[src/rtl/gpf_pkg.sv]
package gpf_pkg;

    localparam int PA_W        = 8;
    localparam int PB_W        = 8;
    localparam int PC_W        = 5;
    localparam int DW          = 8;
    localparam int AW          = 3;
    localparam int SYNC_STAGES = 2;

    typedef enum logic [AW-1:0] {
        RA_FLAG_A = 3'd0,
        RA_FLAG_B = 3'd1,
        RA_FLAG_C = 3'd2,
        RA_BEN    = 3'd3,
        RA_CTRL   = 3'd4,
        RA_PEN    = 3'd5
    } reg_addr_e;

    // bit0 a_lo_en, bit1 a_hi_en, bit2 c_en, bit3..5 falling select A/B/C
    typedef struct packed {
        logic fall_c;
        logic fall_b;
        logic fall_a;
        logic c_en;
        logic a_hi_en;
        logic a_lo_en;
    } ctrl_t;

    typedef struct packed {
        logic c;
        logic b;
        logic a;
    } port_en_t;

    localparam int CTRL_W = $bits(ctrl_t);
    localparam int PEN_W  = $bits(port_en_t);

    function automatic logic [PA_W-1:0] nibble_mask(input logic lo, input logic hi);
        return {{(PA_W - PA_W/2){hi}}, {(PA_W/2){lo}}};
    endfunction

    function automatic logic addr_hit(input logic wen, input logic [AW-1:0] addr,
                                      input reg_addr_e target);
        return wen && (addr == target);
    endfunction

endpackage

[src/rtl/gpf_edge_det.sv]
module gpf_edge_det #(
    parameter int W      = 8,
    parameter int STAGES = 2
) (
    input  logic         clk,
    input  logic         rst,
    input  logic [W-1:0] pin_i,
    input  logic         fall_sel_i,
    output logic [W-1:0] hit_o,
    output logic [W-1:0] toggle_o
);
    logic [W-1:0] stg [STAGES];
    logic [W-1:0] prev_q;
    logic [W-1:0] cur;

    always_ff @(posedge clk) begin
        if (rst) stg[0] <= '0;
        else     stg[0] <= pin_i;
    end

    for (genvar s = 1; s < STAGES; s++) begin : g_stage
        always_ff @(posedge clk) begin
            if (rst) stg[s] <= '0;
            else     stg[s] <= stg[s-1];
        end
    end

    assign cur = stg[STAGES-1];

    always_ff @(posedge clk) begin
        if (rst) prev_q <= '0;
        else     prev_q <= cur;
    end

    assign hit_o    = fall_sel_i ? (~cur & prev_q) : (cur & ~prev_q);
    assign toggle_o = cur ^ prev_q;
endmodule

[src/rtl/gpf_flag_bank.sv]
module gpf_flag_bank #(
    parameter int W = 8
) (
    input  logic         clk,
    input  logic         rst,
    input  logic [W-1:0] set_i,
    input  logic [W-1:0] clr_i,
    output logic [W-1:0] flag_o
);
    always_ff @(posedge clk) begin
        if (rst) flag_o <= '0;
        else     flag_o <= (flag_o & ~clr_i) | set_i;
    end
endmodule

[src/rtl/gpf_regs.sv]
module gpf_regs
    import gpf_pkg::*;
(
    input  logic            clk,
    input  logic            rst,
    input  logic            wen_i,
    input  logic [AW-1:0]   addr_i,
    input  logic [DW-1:0]   wdata_i,
    input  logic [PA_W-1:0] flag_a_i,
    input  logic [PB_W-1:0] flag_b_i,
    input  logic [PC_W-1:0] flag_c_i,
    output logic [PB_W-1:0] ben_o,
    output ctrl_t           ctrl_o,
    output port_en_t        pen_o,
    output logic [DW-1:0]   rdata_o
);
    always_ff @(posedge clk) begin
        if (rst) begin
            ben_o  <= '0;
            ctrl_o <= '0;
            pen_o  <= '0;
        end else begin
            if (addr_hit(wen_i, addr_i, RA_BEN))  ben_o  <= wdata_i[PB_W-1:0];
            if (addr_hit(wen_i, addr_i, RA_CTRL)) ctrl_o <= ctrl_t'(wdata_i[CTRL_W-1:0]);
            if (addr_hit(wen_i, addr_i, RA_PEN))  pen_o  <= port_en_t'(wdata_i[PEN_W-1:0]);
        end
    end

    always_comb begin
        rdata_o = '0;
        case (reg_addr_e'(addr_i))
            RA_FLAG_A: rdata_o[PA_W-1:0]   = flag_a_i;
            RA_FLAG_B: rdata_o[PB_W-1:0]   = flag_b_i;
            RA_FLAG_C: rdata_o[PC_W-1:0]   = flag_c_i;
            RA_BEN:    rdata_o[PB_W-1:0]   = ben_o;
            RA_CTRL:   rdata_o[CTRL_W-1:0] = ctrl_o;
            RA_PEN:    rdata_o[PEN_W-1:0]  = pen_o;
            default:   rdata_o = '0;
        endcase
    end
endmodule

[src/rtl/gpio_irq_flags.sv]
module gpio_irq_flags
    import gpf_pkg::*;
(
    input  logic            clk,
    input  logic            rst,
    input  logic [PA_W-1:0] pin_a,
    input  logic [PB_W-1:0] pin_b,
    input  logic [PC_W-1:0] pin_c,
    input  logic [PA_W-1:0] gpio_in_a,
    input  logic [PB_W-1:0] gpio_in_b,
    input  logic            bus_wen,
    input  logic [AW-1:0]   bus_addr,
    input  logic [DW-1:0]   bus_wdata,
    output logic [DW-1:0]   bus_rdata,
    output logic            irq_a,
    output logic            irq_b,
    output logic            irq_c,
    output logic            dma_a,
    output logic            dma_b
);
    logic [PA_W-1:0] hit_a, tog_a, clr_a, flag_a;
    logic [PB_W-1:0] hit_b, tog_b, clr_b, flag_b, ben;
    logic [PC_W-1:0] hit_c, tog_c_unused, clr_c, flag_c;
    ctrl_t           ctrl;
    port_en_t        pen;

    gpf_edge_det #(.W(PA_W), .STAGES(SYNC_STAGES)) u_edge_a (
        .clk(clk), .rst(rst), .pin_i(pin_a), .fall_sel_i(ctrl.fall_a),
        .hit_o(hit_a), .toggle_o(tog_a));
    gpf_edge_det #(.W(PB_W), .STAGES(SYNC_STAGES)) u_edge_b (
        .clk(clk), .rst(rst), .pin_i(pin_b), .fall_sel_i(ctrl.fall_b),
        .hit_o(hit_b), .toggle_o(tog_b));
    gpf_edge_det #(.W(PC_W), .STAGES(SYNC_STAGES)) u_edge_c (
        .clk(clk), .rst(rst), .pin_i(pin_c), .fall_sel_i(ctrl.fall_c),
        .hit_o(hit_c), .toggle_o(tog_c_unused));

    assign clr_a = addr_hit(bus_wen, bus_addr, RA_FLAG_A) ? ~bus_wdata[PA_W-1:0] : '0;
    assign clr_b = addr_hit(bus_wen, bus_addr, RA_FLAG_B) ? ~bus_wdata[PB_W-1:0] : '0;
    assign clr_c = addr_hit(bus_wen, bus_addr, RA_FLAG_C) ? ~bus_wdata[PC_W-1:0] : '0;

    gpf_flag_bank #(.W(PA_W)) u_flags_a (
        .clk(clk), .rst(rst), .set_i(hit_a), .clr_i(clr_a), .flag_o(flag_a));
    gpf_flag_bank #(.W(PB_W)) u_flags_b (
        .clk(clk), .rst(rst), .set_i(hit_b), .clr_i(clr_b), .flag_o(flag_b));
    gpf_flag_bank #(.W(PC_W)) u_flags_c (
        .clk(clk), .rst(rst), .set_i(hit_c), .clr_i(clr_c), .flag_o(flag_c));

    gpf_regs u_regs (
        .clk(clk), .rst(rst), .wen_i(bus_wen), .addr_i(bus_addr), .wdata_i(bus_wdata),
        .flag_a_i(flag_a), .flag_b_i(flag_b), .flag_c_i(flag_c),
        .ben_o(ben), .ctrl_o(ctrl), .pen_o(pen), .rdata_o(bus_rdata));

    assign irq_a = pen.a && ((flag_a & nibble_mask(ctrl.a_lo_en, ctrl.a_hi_en)) != '0);
    assign irq_b = pen.b && ((flag_b & ben) != '0);
    assign irq_c = pen.c && ctrl.c_en && (flag_c != '0);

    always_ff @(posedge clk) begin
        if (rst) begin
            dma_a <= 1'b0;
            dma_b <= 1'b0;
        end else begin
            dma_a <= (tog_a & gpio_in_a) != '0;
            dma_b <= (tog_b & gpio_in_b) != '0;
        end
    end
endmodule

[config.mk]
export PLATFORM = sky130hd
export DESIGN_NAME = gpio_irq_flags
export DESIGN_NICKNAME = d
export VERILOG_FILES = /design/src/rtl/gpf_pkg.sv /design/src/rtl/gpf_edge_det.sv /design/src/rtl/gpf_flag_bank.sv /design/src/rtl/gpf_regs.sv /design/src/rtl/gpio_irq_flags.sv
export SDC_FILE = /design/constraint.sdc
export NUM_CORES = 1
export LEC_CHECK = 0
export ABC_AREA = 1
export BUFFER_PORTS_ARGS = -buffer_cell sky130_fd_sc_hd__buf_2
export CORE_ASPECT_RATIO = 0.75
export CORE_MARGIN = 2
export CORE_UTILIZATION = 32
export DETAILED_ROUTE_END_ITERATION = 7
export HOLD_SLACK_MARGIN = 0.12
export SLEW_MARGIN = 20
export SYNTH_ARGS = -nofsm -noshare
export SYNTH_HDL_FRONTEND = slang
export SYNTH_SLANG_ARGS = --single-unit
[constraint.sdc]
create_clock -name clk -period 1.3 [get_ports clk]
set_input_delay 0.065 -clock clk [delete_from_list [all_inputs] [get_ports clk]]
set_output_delay 0.065 -clock clk [all_outputs]
set_load 0.02 [all_outputs]
[After elaboration in Yosys (flattened, before gate mapping)]
Memory sizes are Yosys's and may differ from the RTL's.
Cells that the tools add are included.
Widths: inputs -> output; s select.
Word-level totals
  RAM bits: 42
  ROM bits: 0
  memories kept: 3
  bits in registers: 61
  bits in latches: 0
  logic and storage cells: 96
  output and inout port bits: 13
  bits of input ports: 51
Memories
  u_edge_a.stg: words 2, width 8, rd ports 2, clocked after memory_dff 0, write ports 2, RTL line gpf_edge_det.sv:12  | logic [W-1:0] stg [STAGES];
  u_edge_b.stg: words 2, width 8, rd ports 2, clocked after memory_dff 0, write ports 2, RTL line gpf_edge_det.sv:12
  u_edge_c.stg: words 2, width 5, rd ports 2, clocked after memory_dff 0, write ports 2, RTL line gpf_edge_det.sv:12
Cells by class
  shift-type cells: 0
  divide/modulo/power cells: 0
  eq/ne operators: 5
  add/subtract/negate cells: 0
  muxes and demuxes: 19
  bitwise gates (word level): 35
  reductions and logical operators: 16
  multiply operators: 0
  $lt $le $gt $ge: 0
Operators by type and width (count)
  $and 8x8->8: 10
  $mux 8: 8
  $not 8->8: 7
  $reduce_bool 8->1: 4
  $mux 5: 4
  $not 5->5: 4
  $pmux 3 s6: 1
  $or 8x8->8: 2
  $xor 8x8->8: 2
  $and 5x5->5: 3
  $logic_and 1x1->1: 10
  $pmux 2 s5: 1
  $eq 3x2->1 const B: 2
  $eq 3x3->1 const B: 2
  $or 1x1->1: 6
  $pmux 2 s3: 1
  $or 5x5->5: 1
  $reduce_bool 5->1: 1
  $pmux 1 s4: 1
  $eq 3x1->1 const B: 1
  $logic_not 3->1: 1
  $mux 1: 3

[Longest topological paths before layout]
Gate-level depths: netlist (run 1).
  depth in word-level cells: 6
  gate-level depth with buffers: 9
  mapped depth without buffers: 8

[Modules after synthesis]
Synthesis (run 1) repeated with hierarchy kept, for this count alone.
Unflattened totals
  cell total of the unflattened synthesis: 732
  area total of the unflattened synthesis: 5103.6 µm²
By module, submodules not included
  gpf_edge_det at u_edge_a ...: seq. area each 480.5 µm², instances 2, cells an instance 132, area an instance 1048.5 µm²
  gpf_regs: seq. area each 340.3 µm², instances 1, cells an instance 189, area an instance 1111.1 µm²
  gpf_flag_bank at u_flags_a ...: seq. area each 160.2 µm², instances 2, cells an instance 41, area an instance 331.6 µm²
  gpf_edge_det at u_edge_c: seq. area each 300.3 µm², instances 1, cells an instance 82, area an instance 646.9 µm²
  gpio_irq_flags: seq. area each 40.0 µm², instances 1, cells an instance 90, area an instance 404.1 µm²
  gpf_flag_bank at u_flags_c: seq. area each 100.1 µm², instances 1, cells an instance 25, area an instance 181.4 µm²

[Worst setup path after synthesis (run 1)]
No wires, ideal clock.
  path type: flip-flop to flip-flop
  start: memory u_edge_a.stg[1][6]
  end: register dma_a
  data required time: 1.168 ns
  setup slack: 0.271 ns
  buffers on the path: 0
  clock period less this slack: 1.029 ns
  stages on the path, launching flop included: 8
  library setup time: 0.132 ns
  arrival time: 0.897 ns
  path through: dfxtp_1 > inv_1 > ha_1 > inv_1 > nand2_1 > o21ai_0 > nor2_1 > a21oi_1
RTL lines
  start: declaration: RTL line gpf_edge_det.sv:12
  end signal: assignment: RTL line gpio_irq_flags.sv:59  | dma_a <= 1'b0;
  end signal: assignment: RTL line gpio_irq_flags.sv:62  | dma_a <= (tog_a & gpio_in_a) != '0;
  end: declaration: RTL line gpio_irq_flags.sv:18  | output logic dma_a,

[Worst setup path in the final report (run 1)]
  start: register u_flags_b.flag_o[7]
  end: output irq_b
On the way
  longest elaborated chain between the ends: 3
RTL lines
  start: declaration: RTL line gpf_flag_bank.sv:8  | output logic [W-1:0] flag_o
  start signal: assignment: RTL line gpf_flag_bank.sv:12  | else flag_o <= (flag_o & ~clr_i) | set_i;
  $and 8x8->8: RTL line gpio_irq_flags.sv:54  | assign irq_b = pen.b && ((flag_b & ben) != '0);
  $reduce_bool 8->1: RTL line gpio_irq_flags.sv:54
  $logic_and 1x1->1: RTL line gpio_irq_flags.sv:54
  end: declaration: RTL line gpio_irq_flags.sv:16  | output logic irq_b,
Every way passes these cells.

==> flow_summary.ini, run 1 <==
[floorplanning]
initial_utilization_pct = 32.7
num_rows = 38
die_y_um = 109
die_area_sq_um = 15800
floorplan.core_area_sq_um = 14500
fp.dieW_um = 144
design.portCount = 64

[setup_path]
critical_path_class = reg -> out
reg2reg_to = dma_a
cp-endpoint = irq_b
worst_setup_end_kind = output pin
regToRegSetupSlack_ns = 0.14
cp.arrival_ns = 1.26
crit_required_ns = 1.24
timing.critical_path.from_type = register
ff2ff_path_depth = 7
cp_max_fo = 3
r2r_start = u_edge_a.stg[1][6]
setup.worst_path.start = u_flags_b.flag_o[7]

[outcome]
violations = setup timing
run_status = finished, violations left

[sta]
max_clock_freq_ghz = 0.755
setup_slack_ns = -0.0250
max_slew_margin_pct = 64.1
maxSlewViolCount = 0
setup_viol = 3
grt_setup_unrepaired = true
final.period_utilization_pct = 102
finalWorstPathRequiredPeriod_ns = 1.32
worstMarginPinSlew_ns = 0.538
timing.final.hold_violations = 0
totalNegativeSetupSlack_ns = -0.0450
final_setup_skew_ns = 0.00673

[finish]
area_occupied_by_multi_input_gates_sq_um = 2000
area.growth.synth_to_final_pct = 28.7
filler_cell_count = 1525
seq_area_sq_um = 2090
drive_gt1_share_pct = 19.0
finish.net_count = 820
antennaDiodeCount = 0
fin_cells = 942

[place]
place.port_buffers = 63
gpl.final_weighted_congestion = 0.874
place.detailed.instances = 887
detailedPlacementHpwl_mm = 7.98

[route]
route.final.wire_length_mm = 11.1
drt_drc_violations_left = 0
first_pass_iters = 5
drt_iter0_drc = 290
vias_per_cell = 4.19
detail_route.wl_per_cell_um = 11.8
num_vias = 3947
drt.antenna.violating_nets = 0

[clock_tree]
clkSinkCount = 103
clock_latency_ns = 0.35
htree_num_levels = 3
worst_setup_hold_path_clk_slew_ns = 0.08
tritoncts_clock_tree = built
cts.path.max_buffers = 2
cts_buffers = 9
cts_root_buffer = sky130_fd_sc_hd__clkbuf_16

[global_route]
antenna_found_initial = 0
vias_in_the_first_global_route = 3818
largest_net_degree_at_the_start_of_global_routing = 87
groute.usage.overall_pct = 15.0
grt_pass1_wl_mm = 18.4
gr-total-overflow = 0

[pwr]
net-switching-power_mw = 1.87
vdd_ir_drop_max_mv = 0.593
p_sw_share_pct = 27.1
total_leakage_power_nw = 2.84
power-per-cell-area_nw_per_um2 = 1130
clock_power_share_pct = 39.9
cell_internal_pwr_mw = 5.02
seqPwrFrac_pct = 49.2
comb_power_share_pct = 10.9

[synth]
synthesis.instances = 635
ys_ff_latch = 103
yosysTopAreaCellShare_pct = 43.7
syn_nets = 718
avgSynthCellArea_sq_um = 7.44
yosys-top-cells-area = sky130_fd_sc_hd__dfxtp_1 (44%), sky130_fd_sc_hd__inv_1 (12%), sky130_fd_sc_hd__ha_1 (8.5%)
synthesis.area_sq_um = 4720
yosys.area.top_type = sky130_fd_sc_hd__dfxtp_1
synth-seq-area-share_pct = 43.7
synth_cell_type_count = 28
synth_warnings = 0

[job]
cap_viol_max_count = 0

[worst_hold_path]
hp-class = in -> reg
worstHoldStart = gpio_in_b[6]
[cells in the final DEF (no fill, tap or decap), types with 2 or more instances in the layout]
master | synthesis | routed
sky130_fd_sc_hd__a21oi_1 | 27 | 27
sky130_fd_sc_hd__buf_12 | 0 | 3
sky130_fd_sc_hd__buf_2 | 6 | 54
sky130_fd_sc_hd__buf_4 | 2 | 14
sky130_fd_sc_hd__buf_6 | 1 | 5
sky130_fd_sc_hd__clkbuf_16 | 0 | 9
sky130_fd_sc_hd__dfxtp_1 | 103 | 78
sky130_fd_sc_hd__dfxtp_2 | 0 | 25
sky130_fd_sc_hd__dlygate4sd3_1 | 0 | 36
sky130_fd_sc_hd__ha_1 | 32 | 32
sky130_fd_sc_hd__inv_1 | 147 | 144
sky130_fd_sc_hd__inv_2 | 1 | 4
sky130_fd_sc_hd__inv_4 | 2 | 2
sky130_fd_sc_hd__inv_6 | 0 | 2
sky130_fd_sc_hd__inv_8 | 0 | 2
sky130_fd_sc_hd__mux2i_1 | 16 | 16
sky130_fd_sc_hd__nand2_1 | 102 | 101
sky130_fd_sc_hd__nand2_2 | 1 | 2
sky130_fd_sc_hd__nand3_1 | 10 | 10
sky130_fd_sc_hd__nand4_1 | 26 | 26
sky130_fd_sc_hd__nor2_1 | 100 | 97
sky130_fd_sc_hd__nor2_2 | 5 | 8
sky130_fd_sc_hd__nor2_8 | 3 | 3
sky130_fd_sc_hd__o211ai_1 | 3 | 3
sky130_fd_sc_hd__o21ai_0 | 26 | 20
sky130_fd_sc_hd__o21ai_1 | 4 | 10
[stage by stage]
stage	instance area (sq um)	worst slack [ns]	power (mW)	util [%]	hold slack, ns
after detailed placement	5300	0.0666	4.10	36.7	0.271
after CTS	6010	-0.0432	6.96	41.6	0.120
after floorplan	4720	0.271	3.85	-	0.172
after global routing	6080	-0.106	7.22	42.1	0.161
after global placement	5300	0.0744	4.09	36.7	0.267
final	6080	-0.0250	6.89	42.1	0.125
[worst min-delay path by stage]
stage	end	slack, ns	cells past startpoint
2_1_floorplan	u_edge_a.stg[0][0]	0.17	2
3_3_place_gp	u_edge_b.stg[0][2]	0.27	3
3_5_place_dp	u_edge_b.stg[0][0]	0.27	3
4_1_cts	dma_a	0.12	5
5_1_grt	dma_a	0.16	5
6_report	dma_b	0.13	5
[cells in the mapped netlist (all sizes together)]
| cell | number |
|---|---|
| o211ai | 3 |
| nor2 | 109 |
| buf | 14 |
| nand3 | 10 |
| mux2i | 16 |
| clkbuf | 8 |
| a21oi | 27 |
| nand4 | 26 |
| a31oi | 1 |
| nor3 | 2 |
| nand2 | 104 |
| dfxtp | 103 |
| inv | 150 |
| o21ai | 30 |
| ha | 32 |
[sequential cells by signal, indices dropped and copies added, names as in the netlist]
| name | cells |
|---|---|
| dma_b | 1 |
| u_regs.pen_o | 3 |
| u_flags_b.flag_o | 8 |
| u_regs.ben_o | 8 |
| u_regs.ctrl_o | 6 |
| u_flags_c.flag_o | 5 |
| u_edge_b.stg | 16 |
| u_edge_b.prev_q | 8 |
| dma_a | 1 |
| u_edge_a.prev_q | 8 |
| u_edge_a.stg | 16 |
| u_edge_c.prev_q | 5 |
| u_flags_a.flag_o | 8 |
| u_edge_c.stg | 10 |
[kinds of logic after synthesis]
kind of cell    synth area share [%]
compound gates                  6.65
fa+ha+maj                       8.48
buf+inv                         14.3
flops                           43.7
mux                             3.39
simple gates                    23.5
[routing by layer]
layer  global-route usage [%]  share of wire (%)  vias up
met5                        0                  0        -
met2                     22.5                 41      110
met4                     3.95               0.92        0
li1                         -                  -     2117
met3                     3.38                5.1       11
met1                     21.6                 53     1709
[layout make-up]
class,instances,share of cell area [%]
Sequential cell,103,34.4
Multi-Input combinational cell,360,32.9
Timing Repair Buffer,113,14.1
Inverter,150,9.34
Tap cell,200,4.12
Clock buffer,9,3.70
Clock inverter,7,1.34
[timing repair]
action / 4_1_cts / 5_1_grt
gates cloned: 0 / 0
hold buffers: 36 / 0
hold endpoints to repair: 34 / 0
pin swaps: 2 / 12
gates resized for setup: 20 / 34
setup buffers: 2 / 1
setup endpoints to repair: 6 / 11
[power by group through the flow]
| stage | Combinational [mW] | Sequential (mW) | Clock [mW] |
|---|---|---|---|
| 5_1_grt | 0.856 | 3.40 | 2.96 |
| 4_1_cts | 0.736 | 3.38 | 2.84 |
| 3_3_place_gp | 0.638 | 3.45 | 0 |
| 2_1_floorplan | 0.418 | 3.43 | 0 |
| 3_5_place_dp | 0.644 | 3.45 | 0 |
| 6_report | 0.751 | 3.39 | 2.75 |
[critical path, stage by stage, from the launching register on]
cell and delay (ns):
sky130_fd_sc_hd__dfxtp_1 0.37, sky130_fd_sc_hd__nand2_1 0.07, sky130_fd_sc_hd__nand2_1 0.08, sky130_fd_sc_hd__nor2_1 0.06
sky130_fd_sc_hd__a21oi_1 0.17, sky130_fd_sc_hd__buf_4 0.17
(Power assumes the default switching activity.)
==> run 2: changes to the inputs <==
CAP_MARGIN = 5   (was not set)
CORE_UTILIZATION = 30   (was 32)
==> flow_summary.ini, run 2 (synthesized netlist as in run 1, its figures left out) <==
[finish]
area.growth.synth_to_final_pct = 29.5
area_occupied_by_multi_input_gates_sq_um = 2000
filler_cell_count = 1642
antennaDiodeCount = 0
biggestRegsByFlops = u_edge_a.stg: 16 flops, u_edge_b.stg: 16 flops, u_edge_c.stg: 10 flops
seq_area_sq_um = 2090
finish.net_count = 821
most-common-layout-cells = sky130_fd_sc_hd__inv_1 (144), sky130_fd_sc_hd__nand2_1 (102), sky130_fd_sc_hd__nor2_1 (98)
drive_gt1_share_pct = 18.4
layout_commonest_cell = sky130_fd_sc_hd__inv_1

[setup_path]
slowest_delay_ns = 0.35
cp.arrival_ns = 1.24
cp_max_fo = 3
critical-path-slowest-cell = sky130_fd_sc_hd__dfxtp_2
worst_setup_end_kind = output pin
path_buf_inv = 2
worst_path_dominant_cell_family = flip-flops
critical_path_class = reg -> out
timing.critical_path.cells = nor2_1, nand3_1, o211ai_1, inv_1, buf_6
crit_required_ns = 1.24
timing.critical_path.from_type = register

[outcome]
violations = setup timing
run_status = finished, violations left

[global_route]
largest_net_degree_at_the_start_of_global_routing = 66
vias_in_the_first_global_route = 3886
antenna_found_initial = 0
grt_pass1_wl_mm = 18.8
gr-total-overflow = 0
groute.usage.overall_pct = 14.0

[sta]
final.period_utilization_pct = 100
fin_hold_ws_ns = 0.120
maxSlewViolCount = 0
finalWorstPathRequiredPeriod_ns = 1.30
setup_viol = 1
worstMarginPinSlew_ns = 0.541
setup_slack_ns = -0.00423
max_slew_margin_pct = 63.9
final_setup_skew_ns = 0.00412
timing.final.hold_violations = 0
grt_setup_unrepaired = true
max_clock_freq_ghz = 0.767

[clock_tree]
clock_latency_ns = 0.34
cts_buffers = 9
worst_setup_hold_path_clk_slew_ns = 0.07
htree_num_levels = 3
cts_root_buffer = sky130_fd_sc_hd__clkbuf_16
cts.path.max_buffers = 2
clkSinkCount = 103
tritoncts_clock_tree = built

[pwr]
p_sw_share_pct = 23.9
vdd_ir_drop_max_mv = 0.660
total_leakage_power_nw = 2.86
cell_internal_pwr_mw = 5.54
net-switching-power_mw = 1.74
seqPwrFrac_pct = 46.6
comb_power_share_pct = 10.2
power-per-cell-area_nw_per_um2 = 1190
clock_power_share_pct = 43.2
report.power.total_mw = 7.28

[route]
num_vias = 3946
route.final.wire_length_mm = 11.1
detail_route.wl_per_cell_um = 11.7
first_pass_iters = 5
drt_drc_violations_left = 0
vias_per_cell = 4.16
drt_iter0_drc = 287
drt.antenna.violating_nets = 0

[floorplanning]
die_y_um = 113
num_rows = 39
initial_utilization_pct = 30.8
floorplan.core_area_sq_um = 15300
design.portCount = 64
fp.dieW_um = 149
die_area_sq_um = 16800

[place]
place.port_buffers = 63
gpl.final_weighted_congestion = 0.893
detailedPlacementHpwl_mm = 8.10

[job]
cap_viol_max_count = 0

[worst_hold_path]
hp-class = in -> reg
run 2: cell types whose count changed in the layout (fill, tap and decap cells not counted), sizes merged:
cell         change
dlygate4sd3      +1
bufinv           +3
inv              -2
clkbuf           +2
clkinv           -1
buf              -2
run 2: cell type report:
cell class | count | share of cell area, %
Sequential cell | 103 | 34.2
Tap cell | 205 | 4.19
Clock buffer | 9 | 3.68
Timing Repair Buffer | 114 | 13.9
Multi-Input combinational cell | 360 | 32.8
Clock inverter | 7 | 2.03
Inverter | 150 | 9.29
run 2: per-stage QoR:
stage	cells	cell area [sq um]	TNS [ns]	setup WS, ns	utilization [%]
2_1_floorplan	635	4720	0	0.271	-
5_1_grt	948	6110	-0.205	-0.0813	39.9
3_3_place_gp	894	5310	0	0.0516	34.7
6_report	948	6110	-0.00423	-0.00423	39.9
3_5_place_dp	894	5310	0	0.0269	34.7
4_1_cts	949	6080	-0.0180	-0.0147	39.7
run 2: routing by layer:
layer,vias up,track usage (%),routed length (um)
met3,10,2.97,697
li1,2124,-,-
met2,112,21.2,4470
met5,-,0,0
met1,1700,20.4,5780
met4,0,3.43,129
run 2: timing repair:
item,in CTS,in global routing
setup buffers,2,0
gates resized for setup,22,25
pin swaps,2,6
endpoints found under the setup margin,5,11
hold endpoints to repair,34,0
hold buffers,37,0
run 2: final timing paths:
kind | from | depth (start not counted) | to | slack (ns)
worst min register to register | u_edge_a.stg[0][2] | 2 | u_edge_a.stg[1][2] | 0.40
worst min-delay path | gpio_in_b[6] | 5 | dma_b | 0.12
worst max register to register | u_edge_b.stg[1][6] | 7 | dma_b | 0.12
worst max-delay path | u_flags_c.flag_o[1] | 5 | irq_c | -0.004
run 2: tightest hold or removal path: stages:
cell and delay [ns]:
sky130_fd_sc_hd__buf_2 0.08, sky130_fd_sc_hd__nand2_1 0.04, sky130_fd_sc_hd__o21ai_0 0.06, sky130_fd_sc_hd__nor2_1 0.06, sky130_fd_sc_hd__a21oi_1 0.12
run 2: power groups by stage:
| stage | logic (mW) | clock network, mW | registers [mW] |
|---|---|---|---|
| 6_report | 0.744 | 3.15 | 3.39 |
| 5_1_grt | 0.848 | 3.33 | 3.40 |
| 4_1_cts | 0.740 | 3.23 | 3.38 |
| 3_5_place_dp | 0.646 | 0 | 3.45 |
| 3_3_place_gp | 0.641 | 0 | 3.45 |
| 2_1_floorplan | 0.418 | 0 | 3.43 |
==> run 3: changes to the inputs <==
PLACE_DENSITY = 0.48   (was not set)
clock period = 1.2 ns   (was 1.3 ns; I/O delays follow)
==> flow_summary.ini, run 3 (synthesized netlist as in run 1, its figures left out) <==
[finish]
most-common-layout-cells = sky130_fd_sc_hd__inv_1 (134), sky130_fd_sc_hd__nor2_1 (92), sky130_fd_sc_hd__nand2_1 (91)
biggestRegsByFlops = u_edge_a.stg: 16 flops, u_edge_b.stg: 16 flops, u_edge_c.stg: 10 flops
antennaDiodeCount = 0
area.growth.synth_to_final_pct = 34.7
finalCoreUtilization_pct = 41.5
drive_gt1_share_pct = 27.8
layout_commonest_cell = sky130_fd_sc_hd__inv_1
finish.net_count = 830

[route]
detail_route.wl_per_cell_um = 12.1
drt.antenna.violating_nets = 0
route.final.wire_length_mm = 11.5
vias_per_cell = 4.21
first_pass_iters = 4
num_vias = 4033
drt_iter0_drc = 213
drt_drc_violations_left = 0

[clock_tree]
cts.path.max_buffers = 2
clock_latency_ns = 0.34
clkSinkCount = 103
worst_setup_hold_path_clk_slew_ns = 0.07
cts_buffers = 9
htree_num_levels = 3
tritoncts_clock_tree = built
cts_root_buffer = sky130_fd_sc_hd__clkbuf_16

[setup_path]
cp_max_fo = 3
slowest_delay_ns = 0.36
critical_path_class = reg -> out
worst_path_dominant_cell_family = flip-flops
r2r_start = u_edge_b.stg[1][4]
setup.worst_path.start = u_flags_c.flag_o[0]
timing.critical_path.cells = nor2_2, nand3_1, o211ai_1, inv_1, buf_6
worst_setup_end_kind = output pin
path_buf_inv = 2
crit_required_ns = 1.14
timing.critical_path.from_type = register
cp.arrival_ns = 1.26
critical-path-slowest-cell = sky130_fd_sc_hd__dfxtp_4

[floorplanning]
num_rows = 39
initial_utilization_pct = 30.8
fp.dieW_um = 149
die_y_um = 113
design.portCount = 64
floorplan.core_area_sq_um = 15300
die_area_sq_um = 16800

[global_route]
grt_pass1_wl_mm = 19.0
groute.usage.overall_pct = 14.4
gr-total-overflow = 0
largest_net_degree_at_the_start_of_global_routing = 79
vias_in_the_first_global_route = 3926
antenna_found_initial = 0

[sta]
fin_hold_ws_ns = 0.0858
maxSlewViolCount = 0
totalNegativeSetupSlack_ns = -0.412
max_slew_margin_pct = 62.9
final_setup_skew_ns = 0.00367
final.period_utilization_pct = 110
max_clock_freq_ghz = 0.758
worstMarginPinSlew_ns = 0.555
grt_setup_unrepaired = true
finalWorstPathRequiredPeriod_ns = 1.32
setup_viol = 5
timing.final.hold_violations = 0
setup_slack_ns = -0.120

[place]
detailedPlacementHpwl_mm = 8.60
pre_cts_ws_ns = -0.0898
gpl.final_weighted_congestion = 0.829
place.port_buffers = 63

[outcome]
run_status = finished, violations left
violations = setup timing

[job]
cap_viol_max_count = 0

[pwr]
power-per-cell-area_nw_per_um2 = 1180
vdd_ir_drop_max_mv = 0.804
total_leakage_power_nw = 2.93

[worst_hold_path]
hp-class = in -> reg
worstHoldStart = gpio_in_b[3]
-- run 3: changes by cell type in the layout (fill, tap and decap cells not counted), sizes merged --
cell,before,now
clkinv,1,3
inv,153,151
bufinv,3,0
buf,74,85
clkinvlp,0,1
-- run 3: power breakdown --
part	leakage [nW]	internal [mW]	switching, mW	total [mW]
Clock	0.147	1.56	1.37	2.93
Sequential	0.866	3.57	0.0971	3.67
Combinational	1.92	0.397	0.489	0.887
Total	2.93	5.53	1.96	7.49
-- run 3: final timing paths --
kind,endpoint,slack [ns],cells after the start
setup / recovery,irq_c,-0.12,5
hold / removal,dma_b,0.09,5
setup reg to reg,dma_b,0.06,7
hold reg to reg,u_edge_b.stg[1][0],0.40,2
-- run 3: worst register-to-register path, cell delays in order (launching register included) --
cell and delay, ns:
sky130_fd_sc_hd__dfxtp_1 0.33, sky130_fd_sc_hd__inv_1 0.05, sky130_fd_sc_hd__ha_1 0.28, sky130_fd_sc_hd__inv_1 0.04, sky130_fd_sc_hd__nand2_1 0.04, sky130_fd_sc_hd__o21ai_0 0.08
sky130_fd_sc_hd__nor2_1 0.13, sky130_fd_sc_hd__a21oi_2 0.06
-- run 3: layout make-up --
type / count / area (sq um)
clock buffers: 11 / 253
clock inverters: 5 / 52.6
fillers: 1599 / 8960
inverters: 150 / 568
multi-input cells: 360 / 2150
flip-flops and latches: 103 / 2140
well taps: 205 / 256
repair buffers: 123 / 947
-- run 3: repair_timing --
item	in CTS	in global routing
buffers inserted	3	7
hold buffers	36	1
endpoints found under the setup margin	13	13
pin swaps	13	27
hold endpoints to repair	34	1
gates resized for setup	68	69
-- run 3: layer usage --
| metal | GRT usage, % | vias up | wire [um] |
|---|---|---|---|
| met5 | 0 | - | 0 |
| met4 | 4.06 | 0 | 142 |
| met3 | 3.54 | 10 | 502 |
| met2 | 22.1 | 85 | 4930 |
| met1 | 20.2 | 1800 | 5960 |
| li1 | - | 2138 | - |
-- run 3: through the flow --
| stage | instances | power (mW) | cell area (sq um) |
|---|---|---|---|
| after floorplan | 635 | 4.17 | 4720 |
| after global placement | 895 | 4.45 | 5330 |
| after detailed placement | 895 | 4.46 | 5330 |
| after CTS | 949 | 7.52 | 6110 |
| after global routing | 957 | 7.83 | 6360 |
| final | 957 | 7.49 | 6360 |
